### src/rtl/uart_wide_tx_pkg.sv
package uart_wide_tx_pkg;
  localparam int BYTE_W   = 8;
  localparam int MAX_DATA = BYTE_W + 1;
  localparam int FRAME_W  = 1 + BYTE_W + 1 + 2;
  localparam int CNT_W    = $clog2(FRAME_W + 1);

  typedef enum logic [1:0] {
    ST_IDLE = 2'd0,
    ST_PAIR = 2'd1,
    ST_SEND = 2'd2
  } txState_e;

  typedef struct packed {
    logic latchFirst;
    logic buildFrame;
    logic fromPair;
    logic emitBit;
    logic endFrame;
  } txStrobes_t;
endpackage

### src/rtl/uart_wide_tx_datapath.sv
module uart_wide_tx_datapath
  import uart_wide_tx_pkg::*;
(
  input  logic              clk,
  input  logic              rstN,
  input  txStrobes_t        strobes,
  input  logic [BYTE_W-1:0] fifoData,
  input  logic [1:0]        cfgLen,
  input  logic              cfgParEn,
  input  logic [1:0]        cfgParType,
  input  logic              cfgStop2,
  output logic              cntZero,
  output logic              txOut
);
  logic [BYTE_W-1:0] heldByte;
  logic [1:0]        heldLen;
  logic              heldParEn;
  logic [1:0]        heldParType;
  logic              heldStop2;

  logic [FRAME_W-1:0] frameReg;
  logic [CNT_W-1:0]   bitsLeft;
  logic               txLine;

  logic [1:0]          useLen;
  logic                useParEn;
  logic [1:0]          useParType;
  logic                useStop2;
  logic [MAX_DATA-1:0] dataWord;
  logic [MAX_DATA-1:0] dataMask;
  int                  nBits;
  logic                parOn;
  logic                parBit;
  logic                rawXor;
  logic [FRAME_W-1:0]  newFrame;
  logic [CNT_W-1:0]    newCount;

  always_comb begin
    useLen      = strobes.fromPair ? heldLen     : cfgLen;
    useParEn    = strobes.fromPair ? heldParEn   : cfgParEn;
    useParType  = strobes.fromPair ? heldParType : cfgParType;
    useStop2    = strobes.fromPair ? heldStop2   : cfgStop2;
    dataWord    = strobes.fromPair ? {fifoData[0], heldByte} : {1'b0, fifoData};
    case (useLen)
      2'd1:    nBits = MAX_DATA - 2;
      2'd2:    nBits = MAX_DATA;
      default: nBits = MAX_DATA - 1;
    endcase
    parOn = useParEn && (nBits != MAX_DATA);
    for (int i = 0; i < MAX_DATA; i++) dataMask[i] = (i < nBits);
    rawXor = ^(dataWord & dataMask);
    case (useParType)
      2'd0:    parBit = ~rawXor;
      2'd1:    parBit = rawXor;
      2'd2:    parBit = 1'b1;
      default: parBit = 1'b0;
    endcase
    newFrame    = '1;
    newFrame[0] = 1'b0;
    for (int i = 0; i < MAX_DATA; i++)
      if (i < nBits) newFrame[i+1] = dataWord[i];
    if (parOn) newFrame[nBits+1] = parBit;
    newCount = CNT_W'(2 + nBits + int'(parOn) + int'(useStop2));
  end

  always_ff @(posedge clk or negedge rstN) begin
    if (!rstN) begin
      heldByte    <= '0;
      heldLen     <= '0;
      heldParEn   <= 1'b0;
      heldParType <= '0;
      heldStop2   <= 1'b0;
    end else if (strobes.latchFirst) begin
      heldByte    <= fifoData;
      heldLen     <= cfgLen;
      heldParEn   <= cfgParEn;
      heldParType <= cfgParType;
      heldStop2   <= cfgStop2;
    end
  end

  always_ff @(posedge clk or negedge rstN) begin
    if (!rstN) begin
      frameReg <= '1;
      bitsLeft <= '0;
      txLine   <= 1'b1;
    end else if (strobes.buildFrame) begin
      frameReg <= newFrame;
      bitsLeft <= newCount;
    end else if (strobes.emitBit) begin
      txLine   <= frameReg[0];
      frameReg <= {1'b1, frameReg[FRAME_W-1:1]};
      bitsLeft <= bitsLeft - 1'b1;
    end else if (strobes.endFrame) begin
      txLine   <= 1'b1;
    end
  end

  assign cntZero = (bitsLeft == '0);
  assign txOut   = txLine;

  assert_count_range_R2: assert property (@(posedge clk) disable iff (!rstN)
    bitsLeft <= CNT_W'(FRAME_W));
  assert_no_emit_empty_R2: assert property (@(posedge clk) disable iff (!rstN)
    strobes.emitBit |-> !cntZero);
endmodule

### src/rtl/uart_wide_tx_control.sv
module uart_wide_tx_control
  import uart_wide_tx_pkg::*;
(
  input  logic       clk,
  input  logic       rstN,
  input  logic       fifoEmpty,
  input  logic [1:0] cfgLen,
  input  logic       cfgWide,
  input  logic       baudTick,
  input  logic       cntZero,
  output logic       fifoRead,
  output txStrobes_t strobes,
  output logic       busy
);
  txState_e state, stateNext;

  always_comb begin
    stateNext = state;
    strobes   = '0;
    fifoRead  = 1'b0;
    case (state)
      ST_IDLE: if (!fifoEmpty) begin
        fifoRead = 1'b1;
        if (cfgWide && cfgLen == 2'd2) begin
          strobes.latchFirst = 1'b1;
          stateNext = ST_PAIR;
        end else begin
          strobes.buildFrame = 1'b1;
          stateNext = ST_SEND;
        end
      end
      ST_PAIR: if (!fifoEmpty) begin
        fifoRead           = 1'b1;
        strobes.buildFrame = 1'b1;
        strobes.fromPair   = 1'b1;
        stateNext          = ST_SEND;
      end
      ST_SEND: if (baudTick) begin
        if (cntZero) begin
          strobes.endFrame = 1'b1;
          stateNext = ST_IDLE;
        end else begin
          strobes.emitBit = 1'b1;
        end
      end
      default: stateNext = ST_IDLE;
    endcase
  end

  always_ff @(posedge clk or negedge rstN) begin
    if (!rstN) state <= ST_IDLE;
    else       state <= stateNext;
  end

  assign busy = (state != ST_IDLE);

  assert_no_read_empty_R1: assert property (@(posedge clk) disable iff (!rstN)
    fifoRead |-> !fifoEmpty);
  assert_busy_start_R11: assert property (@(posedge clk) disable iff (!rstN)
    $rose(busy) |-> $past(fifoRead));
  assert_pair_hold_R8: assert property (@(posedge clk) disable iff (!rstN)
    (state == ST_PAIR && fifoEmpty) |=> (state == ST_PAIR));
  assert_read_when_free_R10: assert property (@(posedge clk) disable iff (!rstN)
    (fifoRead && state == ST_IDLE) |=> busy);
endmodule

### src/rtl/uart_wide_tx.sv
module uart_wide_tx
  import uart_wide_tx_pkg::*;
(
  input  logic              clk,
  input  logic              rstN,
  input  logic [BYTE_W-1:0] fifoData,
  input  logic              fifoEmpty,
  output logic              fifoRead,
  input  logic [1:0]        cfgLen,
  input  logic              cfgParEn,
  input  logic [1:0]        cfgParType,
  input  logic              cfgStop2,
  input  logic              cfgWide,
  input  logic              baudTick,
  output logic              txOut,
  output logic              busy
);
  txStrobes_t strobes;
  logic       cntZero;

  uart_wide_tx_control u_control (
    .clk(clk), .rstN(rstN), .fifoEmpty(fifoEmpty), .cfgLen(cfgLen),
    .cfgWide(cfgWide), .baudTick(baudTick), .cntZero(cntZero),
    .fifoRead(fifoRead), .strobes(strobes), .busy(busy)
  );

  uart_wide_tx_datapath u_datapath (
    .clk(clk), .rstN(rstN), .strobes(strobes), .fifoData(fifoData),
    .cfgLen(cfgLen), .cfgParEn(cfgParEn), .cfgParType(cfgParType),
    .cfgStop2(cfgStop2), .cntZero(cntZero), .txOut(txOut)
  );

  assert_idle_line_R1: assert property (@(posedge clk) disable iff (!rstN)
    !busy |-> txOut);
  assert_tick_aligned_R2: assert property (@(posedge clk) disable iff (!rstN)
    (txOut != $past(txOut)) |-> $past(baudTick));
  assert_start_low_R2: assert property (@(posedge clk) disable iff (!rstN)
    ($past(!busy) && busy) |-> txOut);
endmodule

### config.mk
export PLATFORM = sky130hd
export DESIGN_NAME = uart_wide_tx
export DESIGN_NICKNAME = d
export VERILOG_FILES = /design/src/rtl/uart_wide_tx_pkg.sv /design/src/rtl/uart_wide_tx_datapath.sv /design/src/rtl/uart_wide_tx_control.sv /design/src/rtl/uart_wide_tx.sv
export SDC_FILE = /design/constraint.sdc
export NUM_CORES = 1
export LEC_CHECK = 0
export BUFFER_PORTS_ARGS = -buffer_cell sky130_fd_sc_hd__buf_2
export CORE_MARGIN = 3
export CORE_UTILIZATION = 51
export CTS_CLUSTER_DIAMETER = 40
export DETAILED_ROUTE_END_ITERATION = 8
export PLACE_DENSITY = 0.79
export SLEW_MARGIN = 5
export SYNTH_ARGS = -nofsm -noshare
export SYNTH_HDL_FRONTEND = slang
export SYNTH_SLANG_ARGS = --single-unit
export TNS_END_PERCENT = 5
### constraint.sdc
create_clock -name clk -period 3.6 [get_ports clk]
set_clock_uncertainty 0.15 [all_clocks]
set_input_delay 0.72 -clock clk [delete_from_list [all_inputs] [get_ports clk]]
set_output_delay 0.72 -clock clk [all_outputs]
set_load 0.01 [all_outputs]
==> flow_summary_export.csv, run 1 <==
group,metric,value,unit
detailed_routing,drc,0,
critical_path,arrival,3.11,ns
logic_synthesis,yosysTopAreaCell,"dfrtp_1",
logic_synthesis,yosysMostFrequentCell,"nand2_1",
clock_tree,htree_levels,2,
clock_tree,cts_made_buffers,5,
worst_hold_path,hold_depth,2,
global_routing,grt_pass1_wl,6820,um
logic_synthesis,avgSynthCellArea,9.70,um2
sta,worstMarginPinSlew,0.711,ns
critical_path,critPathRequiredTime,3.65,ns
critical_path,critPathSlowestCell,"xnor3_1",
clock_tree,clk_pin_slew,0.07,ns
sta,post-route-period-util,0.848,
clock_tree,ctsHoldBuffers,0,
critical_path,r2r_end,"u_datapath.frameReg[8]",
logic_synthesis,synth_edf_count,0,
sta,post-route-min-period,3.05,ns
placed_design,gp_congestion,0.924,
logic_synthesis,synth.distinct_cells,49,
worst_hold_path,hp-start,"u_datapath.frameReg[1]",
finish,fin_nets,251,
placed_design,port_buffers,21,
critical_path,worst_setup_path_start_kind,"primary input",
finish,design_area,2190,um2
sta,max_freq,327,MHz
detailed_routing,num_vias,1518,
sta,hold_slack,0.320,ns
sta,setup_viol,0,
global_routing,antenna_found_initial,0,
critical_path,worstRegToRegCells,13,
worst_hold_path,whs_endpoint,"u_datapath.frameReg[0]",
finish,area_delta_synth_final,12.3,%
critical_path,cp_max_fo,10,
clock_tree,cts_resized,0,
placed_design,placed_area,2110,um2
logic_synthesis,synth-seq-cells,33,
finish,drive_gt1_frac,0.291,
logic_synthesis,netlist_area,1950,um2
floorplanning,die_w,67.8,um
clock_tree,clockBufferDepth,2,
floorplanning,die-height,67.8,um
sta,final-max-slew-violation-count,0,
floorplanning,rows,21,
logic_synthesis,netlist_top_cells_count,"nand2_1, dfrtp_1, dfstp_2, mux2_2, nor2_1",
logic_synthesis,async_reset_ff_frac,1.00,
power,p_leak,1.01,nW
global_routing,track_usage,0.200,
critical_path,cp-end-kind,"register",
critical_path,reg2reg_slack,0.61,ns
floorplanning,die_area,4600,um2
logic_synthesis,synth_top_area_share,0.257,
run_status,status,"completed",
sta,finalHoldViolations,0,
critical_path,reg2reg_from,"u_control.state[1]",
finish,n_antenna_cell,0,
power,cellPowerDensity,686,nW/um2
clock_tree,postCtsSetupBuffers,0,
placed_design,dp_slack,0.261,ns
floorplanning,coreArea,3490,um2
detailed_routing,via_per_inst,5.56,
run,max-cap-violations,0,
clock_tree,root_buffer,"clkbuf_8",
floorplanning,start_util,0.558,
logic_synthesis,yosys_warnings,0,
clock_tree,numClockSinks,33,
floorplanning,ios,22,
sta,fin_ws,0.546,ns
critical_path,cpMostUsedCell,"nand2_1",
clock_tree,clkLatencyLatePin,0.28,ns
global_routing,grt_pass1_vias,1535,
detailed_routing,drt_pass1_iterations,4,
critical_path,crit_type,"in2reg",
global_routing,grt_max_degree,34,
sta,fin_setup_tns,0,ns
global_routing,grt_overflow,0,
worst_hold_path,min_path_type,"reg2reg",
critical_path,crit_path_max_incr_delay,0.36,ns
clock_tree,cts_tree,"built",
logic_synthesis,synth_ff_type,"dfrtp_1",
logic_synthesis,ys_seq_area_frac,0.432,
detailed_routing,ant_nets,0,
logic_synthesis,synthCells,201,
detailed_routing,wl,3800,um
detailed_routing,drt_first_iter_violations,83,
placed_design,dpl.hpwl,2790,um
power,ir_drop,0.375,mV
critical_path,cp_cell_sequence,"buf_2, nor2_1, nand2_2, nand2_1, nand2_1, inv_1, ha_1, nand2_1, xnor3_1, o32a_1, and2_4, o2111ai_2, nand3_2, a221oi_2",
sta,rsz0062_at_grt,"false",
detailed_routing,wl_per_cell,13.9,um
sta,maxSlewHeadroom,0.526,
logic_synthesis,syn_nets,226,
logic_synthesis,yosys-top-cells-area,"dfrtp_1, dfstp_2, nand2_1",
==> metrics by stage <==
stage / util / power (W) / cells
after floorplan: - / 0.00110 / 201
after global placement: 0.603 / 0.00122 / 265
after detailed placement: 0.603 / 0.00124 / 265
after CTS: 0.626 / 0.00151 / 273
after global routing: 0.626 / 0.00162 / 273
final: 0.626 / 0.00150 / 273
==> layout by cell type (no fill, tap or decap), types with 3 or more instances in the layout <==
cell	instances
a22oi_1	3
xor2_1	3
dfrtp_1	20
a21oi_1	6
clkbuf_8	5
inv_1	9
mux2_2	11
and3_1	5
a31oi_1	6
buf_4	4
dfstp_2	13
ha_1	5
nand3_1	3
o21ai_0	7
nand2b_1	4
mux2i_1	7
nand2_1	44
nor2_1	10
xnor2_1	6
buf_2	21
==> state kept, by name, summed over array words and instances, names as in the netlist <==
name / count
u_datapath.heldParType: 2
u_datapath.frameReg: 12
u_control.state: 2
u_datapath.bitsLeft: 4
u_datapath.heldStop2: 1
u_datapath.heldByte: 8
u_datapath.txOut: 1
u_datapath.heldLen: 2
u_datapath.heldParEn: 1
==> worst max path at each step <==
| stage | from | to | slack, ns | cells past startpoint |
|---|---|---|---|---|
| after global placement | fifoEmpty | u_datapath.frameReg[8] | 0.39 | 14 |
| after global routing | fifoEmpty | u_datapath.frameReg[8] | 0.27 | 14 |
| after detailed placement | fifoEmpty | u_datapath.frameReg[8] | 0.26 | 14 |
| after floorplan | fifoEmpty | u_datapath.frameReg[8] | 0.43 | 14 |
| final | fifoEmpty | u_datapath.frameReg[8] | 0.55 | 14 |
| after CTS | fifoEmpty | u_datapath.frameReg[8] | 0.56 | 14 |
==> where the power goes <==
group	internal [W]	total, W	switching (W)
Combinational	0.000271	0.000547	0.000276
Clock	0.000134	0.000265	0.000131
Sequential	0.000577	0.000689	0.000113
Total	0.000981	0.00150	0.000520
==> kinds of logic after synthesis <==
kind of cell               after synthesis  share of synthesized area
buffers and inverters                   16                     0.0359
AOI/OAI and AO/OA                       35                      0.127
muxes                                   18                     0.0995
DFF                                     33                      0.432
and+or+nand+nor                         83                      0.211
adders and majority gates                6                     0.0424
xor gates and xnor gates                10                     0.0520
==> worst max-delay path: cells and delay by family <==
| family | cells | cell delay (ns) |
|---|---|---|
| AND/OR/NAND/NOR | 7 | 0.98 |
| XOR/XNOR | 1 | 0.36 |
| AO/OA/AOI/OAI | 3 | 0.61 |
| buffers and inverters | 2 | 0.21 |
| adder cells (fa/ha/maj) | 1 | 0.23 |
==> final cells by class <==
cell class / instances / area (um2)
flip-flops and latches: 33 / 842
well taps: 46 / 57.6
clock buffers: 6 / 72.6
multi-input cells: 152 / 1040
repair buffers: 25 / 135
clock inverters: 2 / 10.0
inverters: 9 / 33.8
fillers: 303 / 1310
==> per-layer routing <==
layer  vias to the layer above  wire [um]  track usage
met1                       729       1750        0.262
met4                         0         70       0.0794
met2                        36       1750        0.320
met3                         6        230       0.0476
met5                         -          0            0
li1                        747          -            -
(Power assumes the default switching activity.)
==> inputs of run 2 (changes only) <==
PLACE_DENSITY = 0.82   (was 0.79)
clock period = 2.5 ns   (was 3.6 ns; I/O delays follow)
==> flow_summary_export.csv, run 2 (same netlist as run 1, synthesis figures left out) <==
group,metric,value,unit
finish,layout_commonest_cell,"nand2_1",
clock_tree,clkLatencyLatePin,0.29,ns
critical_path,arrival,2.53,ns
finish,area_delta_synth_final,22.0,%
critical_path,critPathRequiredTime,2.56,ns
global_routing,grt_pass1_vias,1551,
finish,largest_reg_flops,12,
power,ir_drop,0.891,mV
clock_tree,numClockSinks,33,
clock_tree,root_buffer,"clkbuf_8",
finish,fin_nets,265,
detailed_routing,wl,4280,um
floorplanning,coreArea,3490,um2
placed_design,placed_area,2210,um2
finish,drive_gt1_frac,0.378,
clock_tree,cts_made_buffers,5,
global_routing,grt_max_degree,34,
clock_tree,cts_tree,"built",
sta,finalHoldViolations,0,
floorplanning,die-height,67.8,um
sta,final-max-slew-violation-count,0,
power,p_leak,1.09,nW
finish,final_cell_mix,"nand2_1, buf_2, dfrtp_1, buf_4, dfstp_2",
floorplanning,ios,22,
finish,n_antenna_cell,0,
global_routing,antenna_found_initial,0,
sta,maxSlewHeadroom,0.539,
clock_tree,clockBufferDepth,2,
power,cellPowerDensity,1020,nW/um2
run,max-cap-violations,0,
sta,max_freq,404,MHz
sta,fin_ws,0.0236,ns
floorplanning,start_util,0.558,
worst_hold_path,min_path_type,"in2async",
critical_path,cp-end-kind,"register",
finish,top_regs,"u_datapath.frameReg x12, u_datapath.heldByte x8, u_datapath.bitsLeft x4",
placed_design,gp_congestion,0.885,
power,p_total,0.00242,W
floorplanning,die_w,67.8,um
run_status,status,"completed",
finish,design_area,2380,um2
sta,rsz0062_at_grt,"true",
detailed_routing,drc,0,
detailed_routing,num_vias,1588,
placed_design,dp_slack,-0.146,ns
detailed_routing,drt_first_iter_violations,110,
sta,hold_slack,0.0987,ns
critical_path,worst_setup_path_start_kind,"register",
detailed_routing,ant_nets,0,
sta,post-route-min-period,2.48,ns
detailed_routing,drt_pass1_iterations,4,
sta,worstMarginPinSlew,0.691,ns
global_routing,grt_overflow,0,
detailed_routing,via_per_inst,5.53,
sta,post-route-period-util,0.991,
global_routing,grt_pass1_wl,7130,um
clock_tree,htree_levels,2,
sta,setup_viol,0,
clock_tree,clk_pin_slew,0.07,ns
floorplanning,die_area,4600,um2
placed_design,port_buffers,21,
placed_design,dpl.hpwl,2980,um
critical_path,crit_type,"reg2reg",
finish,top_register,"u_datapath.frameReg",
floorplanning,rows,21,
detailed_routing,wl_per_cell,14.9,um
global_routing,track_usage,0.212,
critical_path,cp_max_fo,6,
-- run 2: worst max-delay path, cell delays in order, from the launching register on --
cell and delay [ns]:
dfrtp_2 0.46, nor3b_4 0.26, nand2_2 0.08, nand2_2 0.07
inv_2 0.04, ha_4 0.16, nand2_2 0.05, xnor3_1 0.22
o32a_1 0.19, and2_4 0.16, o2111ai_4 0.19, nand3_2 0.13
a221oi_2 0.23
-- run 2: final cells by class --
cell class	count	area, um2
Inverter	9	33.8
Timing Repair Buffer	39	240
Fill cell	264	1120
Clock inverter	1	5.00
Clock buffer	7	119
Tap cell	46	57.6
Sequential cell	33	843
Multi-Input combinational cell	152	1080
-- run 2: path summary, 6_finish.rpt --
check | from | to | slack (ns) | depth (start not counted)
setup / recovery | u_control.state[1] | u_datapath.frameReg[8] | 0.02 | 12
hold / removal | rstN | u_datapath.bitsLeft[1] | 0.1 | 1
setup reg to reg | u_control.state[1] | u_datapath.frameReg[8] | 0.02 | 12
hold reg to reg | u_datapath.frameReg[1] | u_datapath.frameReg[0] | 0.32 | 2
max in group asynchronous | rstN | u_control.state[1] | 1.62 | 1
min in group clk | cfgParType[0] | u_datapath.heldParType[0] | 0.31 | 2
-- run 2: what timing repair did --
item / CTS / global route
hold buffers: 0 / 0
endpoints found under the setup margin: 3 / 4
buffers inserted: 2 / 1
pin swaps: 7 / 4
gates cloned: 0 / 0
resized for setup: 3 / 1
-- run 2: routing by layer --
layer | global-route usage | up-vias | part of all wire
met5 | 0 | - | 0
met4 | 0.0993 | 0 | 0.018
met3 | 0.0476 | 10 | 0.036
met2 | 0.363 | 29 | 0.50
met1 | 0.251 | 771 | 0.44
li1 | - | 778 | -
-- run 2: per-stage QoR --
step	setup TNS [ns]	cells	utilization
floorplan	-0.591	201	-
detailed placement	-0.425	276	0.634
finish	0	287	0.681
global placement	-0.253	276	0.634
CTS	-0.0152	286	0.678
global route	-0.444	287	0.681
-- run 2: report_power, final --
group	switching (W)	total [W]	leakage (nW)	internal, W
Combinational	0.000433	0.000906	0.642	0.000473
Sequential	0.000172	0.00100	0.384	0.000832
Clock	0.000199	0.000514	0.0645	0.000315
